<file path="src/rtl/dma_ms_pkg.sv">
package dma_ms_pkg;
  typedef enum logic [1:0] {
    REG_MASK_ALL = 2'd0,
    REG_MASK_CLR = 2'd1,
    REG_MASK_ONE = 2'd2,
    REG_STATUS   = 2'd3
  } reg_sel_e;
endpackage

</file>
<file path="src/rtl/dma_mask_bank.sv">
module dma_mask_bank
  import dma_ms_pkg::*;
#(
  parameter int CH = 4,
  parameter int DW = 8
) (
  input  logic          clk,
  input  logic          rst,
  input  logic          mclr,
  input  logic          wr_hit,
  input  logic          rd_stat_hit,
  input  reg_sel_e      reg_sel,
  input  logic [DW-1:0] wdata,
  input  logic [CH-1:0] tc_pulse,
  input  logic [CH-1:0] autoinit,
  output logic [CH-1:0] mask_q,
  output logic [CH-1:0] tc_q
);
  localparam int SEL_W = (CH > 1) ? $clog2(CH) : 1;

  logic [CH-1:0] mask_nxt;

  // per-channel next mask: register write first, automatic set overrides
  function automatic logic next_mask_bit(
    input logic          cur,
    input logic          hit,
    input reg_sel_e      sel,
    input logic [DW-1:0] d,
    input logic [SEL_W-1:0] idx,
    input logic          tc,
    input logic          ai
  );
    logic v;
    v = cur;
    if (hit) begin
      case (sel)
        REG_MASK_ALL: v = d[idx];
        REG_MASK_CLR: v = 1'b0;
        REG_MASK_ONE: if (d[SEL_W-1:0] == idx) v = d[SEL_W];
        default:      v = cur;
      endcase
    end
    if (tc && !ai) v = 1'b1;
    return v;
  endfunction

  for (genvar i = 0; i < CH; i++) begin : g_ch
    localparam logic [SEL_W-1:0] IDX = SEL_W'(i);
    assign mask_nxt[i] = next_mask_bit(mask_q[i], wr_hit, reg_sel, wdata, IDX,
                                       tc_pulse[i], autoinit[i]);

    assert_tc_sets_mask_R3: assert property (@(posedge clk) disable iff (rst)
      (tc_pulse[i] && !autoinit[i]) |=> mask_q[i]);

    assert_mask_holds_R4: assert property (@(posedge clk) disable iff (rst)
      (mask_q[i] && !wr_hit && !mclr) |=> mask_q[i]);

    assert_tc_flag_sticky_R9: assert property (@(posedge clk) disable iff (rst)
      (tc_pulse[i] && !mclr) |=> tc_q[i]);
  end

  always_ff @(posedge clk) begin
    if (rst || mclr) begin
      mask_q <= '1;
      tc_q   <= '0;
    end else begin
      mask_q <= mask_nxt;
      tc_q   <= (rd_stat_hit ? '0 : tc_q) | tc_pulse;
    end
  end

  assert_clear_state_R2: assert property (@(posedge clk)
    (rst || mclr) |=> (mask_q == '1 && tc_q == '0));

endmodule

</file>
<file path="src/rtl/dma_req_gate.sv">
module dma_req_gate #(
  parameter int CH    = 4,
  parameter int NCH   = 8
) (
  input  logic           clk,
  input  logic           rst,
  input  logic [NCH-1:0] raw_req,
  input  logic [NCH-1:0] mask,
  output logic [NCH-1:0] gated_q
);
  logic [NCH-1:0] gated_d;

  for (genvar n = 0; n < NCH; n++) begin : g_gate
    if (n < CH) begin : g_lower
      // lower controller is reached through upper channel 0
      assign gated_d[n] = raw_req[n] & ~mask[n] & ~mask[CH];
    end else begin : g_upper
      assign gated_d[n] = raw_req[n] & ~mask[n];
    end

    assert_masked_quiet_R7: assert property (@(posedge clk) disable iff (rst)
      mask[n] |=> !gated_q[n]);
  end

  always_ff @(posedge clk) begin
    if (rst) gated_q <= '0;
    else     gated_q <= gated_d;
  end

  assert_cascade_blocks_R6: assert property (@(posedge clk) disable iff (rst)
    mask[CH] |=> (gated_q[CH-1:0] == '0));

endmodule

</file>
<file path="src/rtl/dma_status_read.sv">
module dma_status_read
  import dma_ms_pkg::*;
#(
  parameter int CH  = 4,
  parameter int NCH = 8,
  parameter int DW  = 8
) (
  input  logic           clk,
  input  logic           rst,
  input  logic           rd_en,
  input  logic           ctrl_sel,
  input  reg_sel_e       reg_sel,
  input  logic [NCH-1:0] pend,
  input  logic [NCH-1:0] mask,
  input  logic [NCH-1:0] tc,
  output logic [DW-1:0]  rdata_q
);
  logic [CH-1:0] pend_s, mask_s, tc_s;
  logic [DW-1:0] rdata_d;

  assign pend_s = pend[ctrl_sel*CH +: CH];
  assign mask_s = mask[ctrl_sel*CH +: CH];
  assign tc_s   = tc[ctrl_sel*CH +: CH];

  always_comb begin
    rdata_d = '0;
    case (reg_sel)
      REG_STATUS:   rdata_d = DW'({pend_s, tc_s});
      REG_MASK_ALL: rdata_d = DW'(mask_s);
      default:      rdata_d = '0;
    endcase
  end

  always_ff @(posedge clk) begin
    if (rst)        rdata_q <= '0;
    else if (rd_en) rdata_q <= rdata_d;
  end

  assert_mask_read_upper_zero_R1: assert property (@(posedge clk) disable iff (rst)
    (rd_en && reg_sel == REG_MASK_ALL) |=> (rdata_q[DW-1:CH] == '0));

  assert_rdata_holds_R1: assert property (@(posedge clk) disable iff (rst)
    !rd_en |=> $stable(rdata_q));

endmodule

</file>
<file path="src/rtl/dma_mask_status.sv">
module dma_mask_status
  import dma_ms_pkg::*;
#(
  parameter int CH_PER_CTRL = 4
) (
  input  logic                                 clk,
  input  logic                                 rst,
  input  logic [1:0]                           mclr_i,
  input  logic                                 wr_en_i,
  input  logic                                 rd_en_i,
  input  logic                                 ctrl_sel_i,
  input  logic [1:0]                           reg_sel_i,
  input  logic [2*CH_PER_CTRL-1:0]             wdata_i,
  input  logic [2*CH_PER_CTRL-1:0]             hw_req_i,
  input  logic [2*CH_PER_CTRL-1:0]             sw_req_i,
  input  logic [2*CH_PER_CTRL-1:0]             tc_pulse_i,
  input  logic [2*CH_PER_CTRL-1:0]             autoinit_i,
  output logic [2*CH_PER_CTRL-1:0]             req_gated_o,
  output logic [2*CH_PER_CTRL-1:0]             rdata_o
);
  localparam int NCTRL = 2;
  localparam int CH    = CH_PER_CTRL;
  localparam int NCH   = NCTRL * CH;
  localparam int DW    = 2 * CH;

  reg_sel_e       sel;
  logic [NCH-1:0] raw_req;
  logic [NCH-1:0] mask_all;
  logic [NCH-1:0] tc_all;

  assign sel     = reg_sel_e'(reg_sel_i);
  assign raw_req = hw_req_i | sw_req_i;

  for (genvar c = 0; c < NCTRL; c++) begin : g_ctrl
    logic hit_sel;
    assign hit_sel = (ctrl_sel_i == c[0]);

    dma_mask_bank #(.CH(CH), .DW(DW)) u_bank (
      .clk         (clk),
      .rst         (rst),
      .mclr        (mclr_i[c]),
      .wr_hit      (wr_en_i && hit_sel),
      .rd_stat_hit (rd_en_i && hit_sel && sel == REG_STATUS),
      .reg_sel     (sel),
      .wdata       (wdata_i),
      .tc_pulse    (tc_pulse_i[c*CH +: CH]),
      .autoinit    (autoinit_i[c*CH +: CH]),
      .mask_q      (mask_all[c*CH +: CH]),
      .tc_q        (tc_all[c*CH +: CH])
    );
  end

  dma_req_gate #(.CH(CH), .NCH(NCH)) u_gate (
    .clk     (clk),
    .rst     (rst),
    .raw_req (raw_req),
    .mask    (mask_all),
    .gated_q (req_gated_o)
  );

  dma_status_read #(.CH(CH), .NCH(NCH), .DW(DW)) u_read (
    .clk      (clk),
    .rst      (rst),
    .rd_en    (rd_en_i),
    .ctrl_sel (ctrl_sel_i),
    .reg_sel  (sel),
    .pend     (raw_req),
    .mask     (mask_all),
    .tc       (tc_all),
    .rdata_q  (rdata_o)
  );

  assert_reset_outputs_R2: assert property (@(posedge clk)
    rst |=> (req_gated_o == '0 && rdata_o == '0));

endmodule

</file>
<file path="config.mk">
export PLATFORM = sky130hd
export DESIGN_NAME = dma_mask_status
export DESIGN_NICKNAME = d
export VERILOG_FILES = /design/src/rtl/dma_ms_pkg.sv /design/src/rtl/dma_mask_bank.sv /design/src/rtl/dma_req_gate.sv /design/src/rtl/dma_status_read.sv /design/src/rtl/dma_mask_status.sv
export SDC_FILE = /design/constraint.sdc
export NUM_CORES = 1
export LEC_CHECK = 0
export CORE_UTILIZATION = 38
export CTS_CLUSTER_SIZE = 40
export DETAILED_ROUTE_END_ITERATION = 8
export PLACE_DENSITY_LB_ADDON = 0.25
export SYNTH_ARGS = -nofsm -noshare
export SYNTH_HDL_FRONTEND = slang
export SYNTH_SLANG_ARGS = --single-unit
</file>
<file path="constraint.sdc">
create_clock -name clk -period 1.33 [get_ports clk]
set_input_delay 0.266 -clock clk [delete_from_list [all_inputs] [get_ports clk]]
set_output_delay 0.266 -clock clk [all_outputs]
set_load 0.01 [all_outputs]
</file>
==> out/qor.txt <==
outcome -> finished clean
Initial Utilization -> 40.9%
slowest stage delay, CP -> 0.43 ns
Antenna Nets Post-Route -> 0
final setup fails -> 0
syn_area_per_cell -> 9.08 sq um
Hold Vio Cnt, Final -> 0
Die H -> 65.7 microns
Distinct cells, synth -> 41
worst reg2reg setup slack -> 0.17 ns
mapped cell area -> 1540 sq um
area of the die -> 4320 sq um
area leader, netlist -> dfxtp_1
DRC -> 0
CTS root buffer -> clkbuf_8
Hold Slack -> 0.446 ns
share of layout cells above drive strength 1 -> 19.3%
crit path kind -> input port to register
Non-Filler Instances -> 297
first-pass GRT wire length -> 6.80 mm
synth warn -> 0
area grow syn2layout -> 56.3%
H-tree Lvls -> 2
Worst setup EP type -> register
1st-iter DRT viols -> 59
I/O Buffers -> 60
clock-pin slew on the worst setup and hold paths -> 0.07 ns
post-route minimum period -> 1.25 ns
Util after Layout -> 64.0%
Placement Cell Area -> 2300 sq um
Num CTS Buffers -> 5
Worst Skew -> 0.00724 ns
hold path cells -> 4
Overall Global Routing Usage -> 21.7%
Leak -> 1.08 nW
RD Place Congestion -> 0.915
CTS tree -> done
Post-synth EDFFs -> 0
total grt overflow -> 0
slowest CP cell -> clkdlybuf4s50_1
FF-to-FF Start -> g_ctrl[1].u_bank.mask_q[3]
critical path cell sequence -> clkdlybuf4s50_1 > or2_2 > a21oi_1 > o221ai_1
Worst Reg-to-Reg Cells -> 2
fin. max-slew vios -> 0
commonest cells in the netlist -> dfxtp_1, a21oi_1, nor2_1
ys async rst share -> 0%
clk_lat worst skew -> 0.29 ns
Hold WC Path Type -> input port to register
Final Net Count -> 302
largest net degree at the start of global routing -> 12
syn_nets -> 224
flops & latches, synth -> 32
Filler Cells Inserted -> 320
RSZ-0062 raised after global routing -> false
vias per inst -> 4.95
CTS Buffer Depth -> 2
WL per Instance -> 14.1 microns
arrival time worst endpoint -> 1.41 ns
row count -> 22
worst-path fanout max -> 7
Peak VDD IR -> 378 uV
drt first pass iters -> 4
# diodes -> 0
Routed Wire Length -> 4.18 mm
routed vias -> 1469
# Post-CTS Setup Buffers -> 0
Req. time, crit path -> 1.48 ns
startpoint types -> input port
Rel. slew slack -> 77.2%
Core ar. -> 3770 sq um
worst setup path endpoint -> g_ctrl[1].u_bank.mask_q[1]
top-area cell type share of the netlist area -> 41.5%
HP Start -> wr_en_i
antenna violations before repair -> 0
worst setup path startpoint -> rst
Main synth FF type -> dfxtp_1
placed instance count -> 289
r2r endpoint -> u_read.rdata_q[3]
Max Cap Viol -> 0
total I/O pin count -> 65
most frequent cell after synthesis -> dfxtp_1
Power Density -> 898 nW/um^2
Hold-fix buffers, CTS -> 0
Post-Syn Instances -> 170
clk sinks -> 32
Max Clk Rate -> 797 MHz
Final Cell Area -> 2410 sq um
vias in the first global route -> 1461
final worst-path cycle share -> 94.3%
Post-DP HPWL -> 3.35 mm
top post-synthesis cells by area -> dfxtp_1, a21oi_1, mux4_2
slew of the pin with the lowest slew margin -> 0.339 ns
post-synthesis sequential area ratio -> 41.5%
chip width -> 65.7 microns
cells in the final DEF (no fill, tap or decap), drive strengths merged, types with 6 or more instances in the layout:
master          n
clkbuf         10
buf            19
nor3            7
nor2           20
a21oi          26
inv            16
dfxtp          32
dlygate4sd2    17
o211ai          6
clkdlybuf4s50  39
how the worst min path moves through the flow:
stage,end,slack (ns)
final,g_ctrl[1].u_bank.mask_q[3],0.45
after CTS,u_read.rdata_q[5],0.47
after global routing,u_read.rdata_q[5],0.47
after floorplan,g_ctrl[0].u_bank.tc_q[0],0.38
after detailed placement,u_read.rdata_q[5],0.46
after global placement,u_read.rdata_q[7],0.45
worst max-delay path: cells and delay by family:
family / cells / cell delay [ns]
AND/OR/NAND/NOR: 1 / 0.37
AO/OA/AOI/OAI: 2 / 0.34
buffers and inverters: 1 / 0.43
power breakdown:
part / switching, W / leakage [nW] / total (W) / internal, W
sequential: 0.0000143 / 0.260 / 0.000997 / 0.000983
combinational: 0.000164 / 0.774 / 0.000402 / 0.000238
clock: 0.000346 / 0.0455 / 0.000767 / 0.000422
total: 0.000524 / 1.08 / 0.00217 / 0.00164
cells by family (layout without fill, tap and decap cells):
group	Yosys count	in the layout	synth area share [%]
simple gates	54	54	19.8
buf+inv	24	103	7.13
mux	5	5	6.48
fa+ha+maj	5	5	4.05
flops	32	32	41.5
compound gates	50	50	21.1
repair_timing:
item,4_1_cts,5_1_grt
endpoints found under the setup margin,40,7
gates cloned,0,0
pin swaps,0,1
gates resized for setup,25,10
cell type report:
class                      count  area [sq um]  share of cell area [%]
sequential                    32           641                    26.5
multi-input combinational    114           842                    34.9
timing repair buffer          79           721                    29.9
tap                           48          60.1                    2.49
clock buffer                   8          90.1                    3.73
inverter                      16          60.1                    2.49
metrics by stage:
stage                     TNS, ns  total power, W  worst slack [ns]
after global placement     -11.81         0.00141            -0.591
final                           0         0.00217            0.0757
after detailed placement   -12.39         0.00141            -0.620
after global routing            0         0.00226            0.0358
after floorplan                 0         0.00118            0.0292
after CTS                       0         0.00217            0.0374
per-layer routing:
layer | up-vias | GRT usage [%] | part of all wire, %
li1 | 760 | - | -
met1 | 674 | 26.5 | 44
met2 | 28 | 36.7 | 50
met3 | 7 | 3.82 | 4.1
met4 | 0 | 9.78 | 1.8
met5 | - | 0 | 0
sequential cells by signal, indices dropped and copies added, names as in the netlist:
register	flops
g_ctrl.u_bank.mask_q	8
g_ctrl.u_bank.tc_q	8
u_gate.gated_q	8
u_read.rdata_q	8
Power figures use the tool's default switching activity.
